### src/rtl/rom_select_pkg.sv
package rom_select_pkg;
  // Strobes sent from the select control to the pattern datapath.
  typedef struct packed {
    logic capture;   // this rising edge ends a ROM hold
  } csStrobes_t;
endpackage

### src/rtl/rom_select_ctrl.sv
module rom_select_ctrl
  import rom_select_pkg::*;
(
  input  logic       clk,
  input  logic       rstN,
  input  logic       memReqN,
  input  logic       addrHigh,
  input  logic       dispFetch,
  output logic       romSelN,
  output logic       ramSelN,
  output csStrobes_t strobes
);
  logic romReq;
  logic ramReq;
  logic romHold;

  assign romReq = rstN & ~memReqN & ~addrHigh;
  assign ramReq = rstN & ~memReqN &  addrHigh;

  // The hold flag is set by a display ROM request seen at a rising edge.
  // It clears on the first edge at which that request is gone.
  always_ff @(posedge clk or negedge rstN) begin
    if (!rstN) romHold <= 1'b0;
    else       romHold <= romReq & dispFetch;
  end

  assign romSelN         = ~(romReq | (rstN & romHold));
  assign ramSelN         = ~(ramReq & ~romHold);
  assign strobes.capture = romHold & ~romReq;

  assert_rom_decode_R1: assert property (@(posedge clk) disable iff (!rstN)
    (!memReqN && !addrHigh) |-> !romSelN);

  assert_sel_exclusive_R6: assert property (@(posedge clk) disable iff (!rstN)
    !(!romSelN && !ramSelN));

  assert_hold_ends_R3: assert property (@(posedge clk) disable iff (!rstN)
    (!romSelN && memReqN) ##1 memReqN |-> romSelN);

  assert_ram_blocked_R7: assert property (@(posedge clk) disable iff (!rstN)
    (!romSelN && !memReqN && addrHigh) |-> ramSelN);
endmodule

### src/rtl/rom_select_dpath.sv
module rom_select_dpath
  import rom_select_pkg::*;
#(
  parameter int DATA_W = 8
) (
  input  logic              clk,
  input  logic              rstN,
  input  csStrobes_t        strobes,
  input  logic [DATA_W-1:0] dataIn,
  output logic              videoLoad,
  output logic [DATA_W-1:0] patternOut
);
  logic [DATA_W-1:0] patternReg;
  logic              loadReg;

  always_ff @(posedge clk or negedge rstN) begin
    if (!rstN) begin
      patternReg <= '0;
      loadReg    <= 1'b0;
    end else begin
      loadReg <= strobes.capture;
      if (strobes.capture) patternReg <= dataIn;
    end
  end

  assign videoLoad  = loadReg;
  assign patternOut = patternReg;

  assert_load_single_R5: assert property (@(posedge clk) disable iff (!rstN)
    videoLoad |=> !videoLoad);

  assert_pattern_hold_R9: assert property (@(posedge clk) disable iff (!rstN)
    !videoLoad |-> $stable(patternOut) || $rose(videoLoad));
endmodule

### src/rtl/rom_select_stretch.sv
module rom_select_stretch
  import rom_select_pkg::*;
#(
  parameter int DATA_W = 8
) (
  input  logic              clk,
  input  logic              rstN,
  input  logic              memReqN,
  input  logic              addrHigh,
  input  logic              dispFetch,
  input  logic [DATA_W-1:0] dataIn,
  output logic              romSelN,
  output logic              ramSelN,
  output logic              videoLoad,
  output logic [DATA_W-1:0] patternOut
);
  csStrobes_t strobes;

  rom_select_ctrl u_ctrl (
    .clk(clk), .rstN(rstN), .memReqN(memReqN), .addrHigh(addrHigh),
    .dispFetch(dispFetch), .romSelN(romSelN), .ramSelN(ramSelN),
    .strobes(strobes)
  );

  rom_select_dpath #(.DATA_W(DATA_W)) u_dpath (
    .clk(clk), .rstN(rstN), .strobes(strobes), .dataIn(dataIn),
    .videoLoad(videoLoad), .patternOut(patternOut)
  );
endmodule

### config.mk
export PLATFORM = sky130hd
export DESIGN_NAME = rom_select_stretch
export DESIGN_NICKNAME = d
export VERILOG_FILES = /design/src/rtl/rom_select_pkg.sv /design/src/rtl/rom_select_ctrl.sv /design/src/rtl/rom_select_dpath.sv /design/src/rtl/rom_select_stretch.sv
export SDC_FILE = /design/constraint.sdc
export NUM_CORES = 1
export LEC_CHECK = 0
export BUFFER_PORTS_ARGS = -buffer_cell sky130_fd_sc_hd__clkbuf_2
export CAP_MARGIN = 20
export CORE_AREA = 8 8 45 47
export CTS_CLUSTER_DIAMETER = 200
export DETAILED_ROUTE_END_ITERATION = 8
export DIE_AREA = 0 0 53 55
export PLACE_DENSITY = 0.81
export SLEW_MARGIN = 10
export SYNTH_ARGS = -nofsm -noshare
export SYNTH_HDL_FRONTEND = slang
export SYNTH_SLANG_ARGS = --single-unit
### constraint.sdc
create_clock -name clk -period 2 [get_ports clk]
set_input_delay 0.4 -clock clk [delete_from_list [all_inputs] [get_ports clk]]
set_output_delay 0.4 -clock clk [all_outputs]
set_load 0.02 [all_outputs]
==> impl_metrics.json, run 1 <==
{
  "slew_viol_final": 0,
  "critical_path.reg2reg.endpoint": "u_dpath.patternOut[1]$_DFFE_PN0P_",
  "report.final.setup_viol": 0,
  "cts_repair_resize_count": 0,
  "syn_nets": 66,
  "worst_slew_margin_rel_pct": 69.4,
  "grt_overflow_total": 0,
  "mappedNetlistArea_um2": 556,
  "outcome": "finished clean",
  "grt_setup_unrepaired": "no",
  "criticalPathCategory": "flip-flop to output pin",
  "timing.clock.skew_ps": 1.07,
  "timing.max_cap.violations": 0,
  "compound_gate_portion_of_the_synthesized_area_pct": 11.7,
  "port-buffer-count": 23,
  "fmax_mhz": 607,
  "synth-adder-area-share_pct": 0,
  "diodes": 0,
  "tightest_slew_ps": 458,
  "grt_pass1_vias": 450,
  "timing.critical_path.from_type": "flip-flop",
  "std_cell_rows": 14,
  "yosys_warnings": 0,
  "post_cts_buffers": 0,
  "place_congestion": 0.689,
  "grt_use_total_pct": 9.93,
  "r2r_slack_ps": 970,
  "ant_nets": 0,
  "worstRegToRegCells": 2,
  "clk_pin_slew_worst_paths_ps": 60,
  "tritoncts.num_buffers": 3,
  "detail_route.first_pass.iterations": 3,
  "fp.dieH_um": 55,
  "fin_crit_ps": 1650,
  "clk_buf_depth": 2,
  "first_pass_grt_wire_length_um": 2120,
  "post_route_cells_drive_above_1_share_pct": 36.5,
  "end_kind": "output pin",
  "worstPathMaxFanout": 19,
  "worst_ep_arrival_time_ps": 1250,
  "min_period_over_period_pct": 82.4,
  "power.static_leakage_nw": 0.300,
  "die_area_um2": 2920,
  "ys_seq_area_share_pct": 45.0,
  "timing_hold_violations_final": 0,
  "post_cts_hold_buffer_count": 0,
  "worst-endpoint-required_ps": 1600,
  "die_width_um": 53,
  "drcViolationCount": 0,
  "detailed_place_hpwl_um": 940,
  "ios": 24,
  "areaGrowthSynthToFinish_pct": 24.1,
  "postSynthRegisterBits": 10,
  "post-layout-total-power_mw": 0.570,
  "layout_commonest_cell": "sky130_fd_sc_hd__clkbuf_2",
  "cts.sinks": 10,
  "ctsRootBufferMaster": "sky130_fd_sc_hd__clkbuf_4",
  "areal_power_density_over_the_cells_nw_per_um2": 827,
  "floorplan.initialDensity_pct": 40.1,
  "yosysUniqueCellTypes": 12,
  "antenna_found_initial": 0,
  "fillerInstances": 132,
  "cts_tree": "yes",
  "grt_max_degree": 22,
  "post_synth_mux_area_share_pct": 0,
  "design.core.area_um2": 1380,
  "synth_xor_xnor_area_share_pct": 0,
  "first_iter_violations": 7,
  "synth_top_family_by_area": "simple AND/OR/NAND/NOR gates",
  "nNetsFinal": 89,
  "insertion_delay_ps": 250,
  "routed_wire_length_per_instance_um": 14.2,
  "min-delay-path-class": "primary input to asynchronous set/reset pin",
  "wl_um": 1280,
  "netlist_instances": 53,
  "mostFrequentLayoutCells": "23 x sky130_fd_sc_hd__clkbuf_2, 10 x sky130_fd_sc_hd__dfrtp_1, 9 x sky130_fd_sc_hd__nand4bb_1",
  "route.detailed.vias_per_inst": 5.13,
  "dr_total_vias": 462,
  "h-tree-depth": 1,
  "vdd.ir_drop.worst_mv": 0.367,
  "synthSimpleGateAreaFrac_pct": 39.0,
  "setup_tns_ps": 0,
  "worst_r2r_startpoint": "u_ctrl.romHold$_DFF_PN0_",
  "post_synth.cell_area_avg_um2": 10.5
}
[through the flow]
| step | cell area, um^2 | cells | hold slack [ps] | utilization [%] | setup slack [ps] |
|---|---|---|---|---|---|
| after floorplan | 556 | 53 | 104 | - | 465 |
| after global placement | 667 | 87 | 339 | 48.2 | 471 |
| after detailed placement | 667 | 87 | 349 | 48.2 | 398 |
| after CTS | 689 | 90 | 71.3 | 49.8 | 347 |
| after global routing | 689 | 90 | 82.6 | 49.8 | 237 |
| final | 689 | 90 | 72.9 | 49.8 | 352 |
[worst max-delay path by stage]
| stage | startpoint | endpoint | slack, ps | cells past startpoint |
|---|---|---|---|---|
| 6_report | u_ctrl.romHold$_DFF_PN0_ | ramSelN | 350 | 2 |
| 5_1_grt | u_ctrl.romHold$_DFF_PN0_ | ramSelN | 240 | 2 |
| 4_1_cts | u_ctrl.romHold$_DFF_PN0_ | ramSelN | 350 | 2 |
| 3_5_place_dp | rstN | u_dpath.patternOut[1]$_DFFE_PN0P_ | 400 | 3 |
| 3_3_place_gp | rstN | u_dpath.patternOut[4]$_DFFE_PN0P_ | 470 | 3 |
| 2_1_floorplan | u_ctrl.romHold$_DFF_PN0_ | romSelN | 460 | 3 |
[power by group]
part	total (mW)	switching [mW]	internal, mW
Combinational	0.169	0.102	0.0672
Clock	0.131	0.0619	0.0692
Sequential	0.270	0.0315	0.239
Total	0.570	0.195	0.375
[cells by family after synthesis]
logic type	count (synthesis)
buffers and inverters	5
DFF	10
AOI/OAI and AO/OA	9
and+or+nand+nor	29
[area by class of cell]
| class | instances | area (um^2) | area share, % |
|---|---|---|---|
| sequential | 10 | 250 | 36.3 |
| timing repair buffer | 23 | 115 | 16.7 |
| tap | 16 | 20.0 | 2.90 |
| multi-input combinational | 38 | 282 | 40.8 |
| clock buffer | 3 | 22.5 | 3.27 |
[flip-flops by register name, summed over array words and instances, names as in the netlist]
register,cells
u_dpath.videoLoad,1
u_ctrl.romHold,1
u_dpath.patternOut,8
[per-layer routing]
layer	wire, um	global-route usage (%)	up-vias
met2	573	13.7	16
met3	110	2.67	2
met1	561	12.3	208
met5	0	0	-
li1	-	-	236
met4	36	9.05	0
[worst max-delay path, stage by stage (launching register included)]
cell and delay [ps]:
sky130_fd_sc_hd__dfrtp_1 630, sky130_fd_sc_hd__nand4bb_1 190, sky130_fd_sc_hd__clkbuf_2 180
[cells in the mapped netlist]
| library cell | number | area share (%) |
|---|---|---|
| sky130_fd_sc_hd__o21ai_0 | 1 | 0.90 |
| sky130_fd_sc_hd__nand2_1 | 8 | 5.4 |
| sky130_fd_sc_hd__nor3b_4 | 1 | 3.4 |
| sky130_fd_sc_hd__and2_1 | 1 | 1.1 |
| sky130_fd_sc_hd__nand4bb_1 | 9 | 18 |
| sky130_fd_sc_hd__buf_2 | 4 | 3.6 |
| sky130_fd_sc_hd__nor2b_1 | 1 | 1.1 |
| sky130_fd_sc_hd__o211ai_1 | 8 | 11 |
| sky130_fd_sc_hd__nor2_1 | 1 | 0.68 |
| sky130_fd_sc_hd__dfrtp_1 | 10 | 45 |
| sky130_fd_sc_hd__nand2b_1 | 8 | 9.0 |
| sky130_fd_sc_hd__clkbuf_1 | 1 | 0.68 |
No activity file was read; power rests on OpenSTA's default activity.
==> inputs of run 2 (changes only) <==
--- a/config.mk
+++ b/config.mk
@@ -5,13 +5,14 @@
 export SDC_FILE = /design/constraint.sdc
 export NUM_CORES = 1
 export LEC_CHECK = 0
+export ABC_AREA = 1
 export BUFFER_PORTS_ARGS = -buffer_cell sky130_fd_sc_hd__clkbuf_2
 export CAP_MARGIN = 20
 export CORE_AREA = 8 8 45 47
 export CTS_CLUSTER_DIAMETER = 200
 export DETAILED_ROUTE_END_ITERATION = 8
 export DIE_AREA = 0 0 53 55
-export PLACE_DENSITY = 0.81
+export PLACE_DENSITY = 0.72
 export SLEW_MARGIN = 10
 export SYNTH_ARGS = -nofsm -noshare
 export SYNTH_HDL_FRONTEND = slang
==> constraint.sdc (replaced) <==
create_clock -name clk -period 1.4 [get_ports clk]
set_input_delay 0.28 -clock clk [delete_from_list [all_inputs] [get_ports clk]]
set_output_delay 0.28 -clock clk [all_outputs]
set_load 0.02 [all_outputs]
==> run 2 against run 1 <==
  * Clock power rose by 95%
  * Hold slack gained 130 ps
  * Utilization down 4.5 points
  * Cell count up 5.6%
  * Setup slack worse by 260 ps
  * Synthesized area down 24%
  * Non-clock buffer count rose by 6
  * Combinational power up 21%
  * First-iteration DRC count is 14% lower
  * Global-route usage is 1.4 points lower
==> impl_metrics.json, run 2 <==
{
  "slew_viol_final": 0,
  "cp_slowest_cell": "sky130_fd_sc_hd__dfrtp_1",
  "r2r_slack_ps": 440,
  "post-synth-top-count-cell": "sky130_fd_sc_hd__nand2_1",
  "layout_utilization_pct": 45.3,
  "first_pass_grt_wire_length_um": 1810,
  "die_area_um2": 2920,
  "cts_tree": "yes",
  "vdd.ir_drop.worst_mv": 0.407,
  "detail_route.first_pass.iterations": 2,
  "worst_slew_margin_rel_pct": 89.0,
  "report.final.setup_viol": 0,
  "post_synth.cell_area_avg_um2": 8.84,
  "end_kind": "output pin",
  "wl_um": 1070,
  "timing.max_cap.violations": 0,
  "cts.sinks": 10,
  "outcome": "finished clean",
  "h-tree-depth": 1,
  "synth_enable_flop_cells": 0,
  "tritoncts.num_buffers": 3,
  "nNetsFinal": 93,
  "mappedNetlistArea_um2": 424,
  "min_period_over_period_pct": 93.6,
  "cts_repair_resize_count": 0,
  "place_congestion": 0.721,
  "timing.critical_path.from_type": "flip-flop",
  "post_route_cells_drive_above_1_share_pct": 41.8,
  "grt_setup_unrepaired": "no",
  "route.detailed.vias_per_inst": 4.23,
  "detailed_place_hpwl_um": 867,
  "grt_overflow_total": 0,
  "largest_register_ff_count": 8,
  "synth-async-reset-ratio_pct": 100,
  "preCtsSetupSlack_ps": 318,
  "synth.top_cells.by_area": "sky130_fd_sc_hd__dfrtp_1 59%, sky130_fd_sc_hd__nand2_1 16%, sky130_fd_sc_hd__nand3_1 11%, sky130_fd_sc_hd__inv_1 4.4%, sky130_fd_sc_hd__buf_6 2.7%",
  "ios": 24,
  "synth_area_leader_cell": "sky130_fd_sc_hd__dfrtp_1",
  "mostFrequentLayoutCells": "23 x sky130_fd_sc_hd__clkbuf_2, 18 x sky130_fd_sc_hd__nand2_1, 10 x sky130_fd_sc_hd__dfrtp_1",
  "worst_ep_arrival_time_ps": 1030,
  "worstPathMaxFanout": 5,
  "yosys_warnings": 0,
  "fmax_mhz": 763,
  "syn_nets": 61,
  "synth-main-ff-cell": "sky130_fd_sc_hd__dfrtp_1",
  "fin_crit_ps": 1310,
  "worst_path_largest_cell_delay_ps": 420,
  "diodes": 0,
  "post-route-worst-setup-slack_ps": 90.0,
  "placed_cells": 89,
  "fillerInstances": 143,
  "areal_power_density_over_the_cells_nw_per_um2": 1310,
  "fin_cells": 95,
  "worstPathCellList": "nor2_1 > nand3_1 > clkbuf_2",
  "criticalPathCategory": "flip-flop to output pin",
  "insertion_delay_ps": 260,
  "tightest_slew_ps": 164,
  "clk_pin_slew_worst_paths_ps": 70,
  "timing.clock.skew_ps": 2.03,
  "yosysUniqueCellTypes": 9,
  "post-synth-top-area-fraction_pct": 59.0,
  "netlist_instances": 48,
  "floorplan.initialDensity_pct": 30.7,
  "clk_buf_depth": 2,
  "routed_wire_length_per_instance_um": 11.3,
  "dr_total_vias": 402,
  "drcViolationCount": 0,
  "areaGrowthSynthToFinish_pct": 47.8,
  "ant_nets": 0,
  "port-buffer-count": 23,
  "power.static_leakage_nw": 0.384,
  "layout_commonest_cell": "sky130_fd_sc_hd__clkbuf_2",
  "ys_seq_area_share_pct": 59.0,
  "first_iter_violations": 6,
  "setup_tns_ps": 0,
  "timing_hold_violations_final": 0,
  "ctsRootBufferMaster": "sky130_fd_sc_hd__clkbuf_4",
  "grt_use_total_pct": 8.54,
  "min-delay-path-class": "primary input to flip-flop",
  "synth.cells.most_frequent": "18 x sky130_fd_sc_hd__nand2_1, 10 x sky130_fd_sc_hd__dfrtp_1, 9 x sky130_fd_sc_hd__nand3_1",
  "std_cell_rows": 14,
  "die_width_um": 53,
  "worst-endpoint-required_ps": 1120,
  "fp.dieH_um": 55,
  "grt_max_degree": 10,
  "antenna_found_initial": 0,
  "grt_pass1_vias": 407,
  "postSynthRegisterBits": 10,
  "design.core.area_um2": 1380
}
run 2: critical path: cells and delay by family (launching register included):
family,cells,cell delay (ps)
DFF,1,420
and+or+nand+nor,2,190
buffers and inverters,1,160
run 2: through the flow:
stage	hold slack [ps]	total power, mW	instance area (um^2)
2_1_floorplan	-15.6	0.480	424
3_3_place_gp	96.7	0.567	571
3_5_place_dp	104	0.573	571
4_1_cts	200	0.838	627
5_1_grt	210	0.882	627
6_report	204	0.823	627
run 2: where the power goes:
part	switching (mW)	internal [mW]	total, mW	leakage [nW]
logic	0.129	0.0749	0.204	0.234
clock network	0.0984	0.158	0.256	0.0210
registers	0.0255	0.337	0.362	0.128
total	0.253	0.570	0.823	0.384
run 2: cell families after synthesis:
logic type / synth area share (%)
buffers and inverters: 8.85
DFF: 59.0
and+or+nand+nor: 32.2
run 2: layout make-up:
class / instances / area, um^2 / area share, %
timing repair buffer: 29 / 165 / 26.3
multi-input combinational: 31 / 136 / 21.8
inverter: 5 / 18.8 / 2.99
clock buffer: 4 / 36.3 / 5.79
sequential: 10 / 250 / 39.9
tap: 16 / 20.0 / 3.19
run 2: routing by layer:
| metal | vias to the layer above | global-route usage [%] | routed length, um |
|---|---|---|---|
| met5 | - | 0 | 0 |
| met4 | 0 | 5.17 | 0 |
| met3 | 0 | 4.55 | 134 |
| met2 | 14 | 12.9 | 516 |
| met1 | 176 | 9.33 | 421 |
| li1 | 212 | - | - |
run 2: final timing paths:
kind / startpoint / to / depth (start not counted)
max in group asynchronous: rstN / u_dpath.patternOut[7]$_DFFE_PN0P_ / 3
worst max register to register: u_ctrl.romHold$_DFF_PN0_ / u_dpath.patternOut[7]$_DFFE_PN0P_ / 4
worst min register to register: u_dpath.patternOut[3]$_DFFE_PN0P_ / u_dpath.patternOut[3]$_DFFE_PN0P_ / 2
worst max-delay path: u_ctrl.romHold$_DFF_PN0_ / ramSelN / 3
min in group asynchronous: rstN / u_ctrl.romHold$_DFF_PN0_ / 2
worst min-delay path: dispFetch / u_ctrl.romHold$_DFF_PN0_ / 3
run 2: timing repair:
item                                   in CTS  in global routing
hold buffers                                2                  0
endpoints found under the hold margin       2                  0
buffers inserted                            0                  0
==> inputs of run 3 (changes only) <==
--- a/config.mk
+++ b/config.mk
@@ -7,11 +7,12 @@
 export LEC_CHECK = 0
 export ABC_AREA = 1
 export BUFFER_PORTS_ARGS = -buffer_cell sky130_fd_sc_hd__clkbuf_2
-export CAP_MARGIN = 20
+export CAP_MARGIN = 5
 export CORE_AREA = 8 8 45 47
 export CTS_CLUSTER_DIAMETER = 200
 export DETAILED_ROUTE_END_ITERATION = 8
 export DIE_AREA = 0 0 53 55
+export MAX_ROUTING_LAYER = met4
 export PLACE_DENSITY = 0.72
 export SLEW_MARGIN = 10
 export SYNTH_ARGS = -nofsm -noshare
==> run 3 against run 2 <==
  * Register-to-register slack is essentially flat
  * Sequential share of layout area unchanged
  * Global-route usage up 0.26 points
  * Setup slack lost 1.8 ps
  * Via count up 2.5%
  * Clock power up 2%
  * Count of clock-buffer cells in the layout unchanged
  * First-iteration DRC count is 17% lower
  * Utilization unchanged
  * Critical path type unchanged
  * Largest cell class unchanged
==> impl_metrics.json, run 3 (synthesis results as in run 2) <==
{
  "outcome": "finished clean",
  "layout_commonest_cell": "sky130_fd_sc_hd__clkbuf_2",
  "timing_hold_violations_final": 0,
  "cp_slowest_cell": "sky130_fd_sc_hd__dfrtp_1",
  "diodes": 0,
  "die_area_um2": 2920,
  "die_width_um": 53,
  "first_iter_violations": 5,
  "worst_r2r_startpoint": "u_ctrl.romHold$_DFF_PN0_",
  "vdd.ir_drop.worst_mv": 0.412,
  "power.net_switching_mw": 0.257,
  "grt_overflow_total": 0,
  "cts_tree": "yes",
  "fmax_mhz": 762,
  "tightest_slew_ps": 164,
  "areal_power_density_over_the_cells_nw_per_um2": 1320,
  "worst_path_largest_cell_delay_ps": 420,
  "timing.max_cap.violations": 0,
  "grt_max_degree": 10,
  "critical_path.reg2reg.endpoint": "u_dpath.patternOut[2]$_DFFE_PN0P_",
  "r2r_slack_ps": 440,
  "worst_slew_margin_rel_pct": 89.0,
  "cts_repair_resize_count": 0,
  "fillerInstances": 143,
  "proportion_of_power_drawn_by_flip_flops_and_latches_pct": 43.8,
  "min_period_over_period_pct": 93.7,
  "crit_start": "u_ctrl.romHold$_DFF_PN0_",
  "areaGrowthSynthToFinish_pct": 47.8,
  "grt_setup_unrepaired": "no",
  "post-layout-total-power_mw": 0.826,
  "timing.clock.skew_ps": 0.581,
  "min-delay-path-class": "primary input to flip-flop",
  "power.static_leakage_nw": 0.384,
  "power.combinational.fraction_pct": 24.7,
  "worstPathMaxFanout": 5,
  "port-buffer-count": 23,
  "drcViolationCount": 0,
  "report.final.setup_viol": 0,
  "place_congestion": 0.729,
  "ios": 24,
  "fin_crit_ps": 1310,
  "dr_total_vias": 412,
  "worst-endpoint-required_ps": 1120,
  "mostFrequentLayoutCells": "23 x sky130_fd_sc_hd__clkbuf_2, 18 x sky130_fd_sc_hd__nand2_1, 10 x sky130_fd_sc_hd__dfrtp_1",
  "tritoncts.num_buffers": 3,
  "clk_buf_depth": 2,
  "insertion_delay_ps": 260,
  "cts.sinks": 10,
  "std_cell_rows": 14,
  "first_pass_grt_wire_length_um": 1810,
  "whs_path_depth": 3,
  "detailed_place_hpwl_um": 867,
  "post_route_cells_drive_above_1_share_pct": 41.8,
  "largest_register_ff_count": 8,
  "worstPathCellList": "nor2_1 > nand3_1 > clkbuf_2",
  "wl_um": 1080,
  "setup_tns_ps": 0,
  "detail_route.first_pass.iterations": 4,
  "cp.depth": 3,
  "routed_wire_length_per_instance_um": 11.3,
  "path_delay_family": "flip-flops",
  "worstRegToRegCells": 4,
  "antenna_found_initial": 0,
  "post_cts_buffers": 0,
  "pwr-share-clk_pct": 31.5,
  "critical_path_buf_inv_count": 1,
  "h-tree-depth": 1,
  "route.detailed.vias_per_inst": 4.34,
  "min-delay-start": "dispFetch",
  "timing.critical_path.from_type": "flip-flop",
  "slew_viol_final": 0,
  "end_kind": "output pin",
  "worst_ep_arrival_time_ps": 1030,
  "design.core.area_um2": 1380,
  "switching_power_share_of_the_total_pct": 31.1,
  "ctsRootBufferMaster": "sky130_fd_sc_hd__clkbuf_4",
  "ant_nets": 0,
  "min_to": "u_ctrl.romHold$_DFF_PN0_",
  "grt_use_total_pct": 8.80,
  "nNetsFinal": 93,
  "p_int_mw": 0.570,
  "clk_pin_slew_worst_paths_ps": 70,
  "fp.dieH_um": 55,
  "criticalPathCategory": "flip-flop to output pin",
  "floorplan.initialDensity_pct": 30.7,
  "grt_pass1_vias": 403
}
[run 3: timing repair]
item | 4_1_cts | 5_1_grt
endpoints found under the setup margin | 0 | 0
hold endpoints to repair | 2 | 0
hold buffers | 2 | 0
[run 3: worst register-to-register path: cells and delay by family (launching register included)]
family,cells,cell delay [ps]
and+or+nand+nor,3,280
buffers and inverters,1,180
DFF,1,410
[run 3: metrics by stage]
step                cells  utilization, %  setup WS (ps)  instance area (um^2)  hold slack (ps)
global placement       89            41.2            349                   571             96.7
CTS                    95            45.3           74.5                   627              200
detailed placement     89            41.2            318                   571              104
finish                 95            45.3           88.1                   627              203
floorplan              48               -            322                   424            -15.6
global route           95            45.3           24.6                   627              210
[run 3: area by class of cell]
type	instances	area, um^2	share of cell area [%]
Tap cell	16	20.0	3.19
Multi-Input combinational cell	31	136	21.8
Sequential cell	10	250	39.9
Inverter	5	18.8	2.99
Clock buffer	4	36.3	5.79
Timing Repair Buffer	29	165	26.3
[run 3: worst max-delay path by stage]
stage               to  slack, ps
2_1_floorplan  ramSelN        320
3_3_place_gp   romSelN        350
3_5_place_dp   romSelN        320
4_1_cts        ramSelN         70
5_1_grt        ramSelN         20
6_report       ramSelN         90
[run 3: metal layers]
metal  global-route usage, %  wire (um)  up-vias
li1                        -          -      211
met2                    12.9        492       19
met1                    9.80        446      178
met5                       -          0        -
met4                    5.17         17        0
met3                    3.74        120        4
[run 3: power by group through the flow]
| stage | combinational [mW] | clock [mW] | sequential, mW |
|---|---|---|---|
| final | 0.204 | 0.260 | 0.362 |
| after global routing | 0.227 | 0.284 | 0.370 |
| after CTS | 0.208 | 0.266 | 0.364 |
| after detailed placement | 0.204 | 0 | 0.369 |
| after global placement | 0.200 | 0 | 0.367 |
| after floorplan | 0.0533 | 0 | 0.426 |
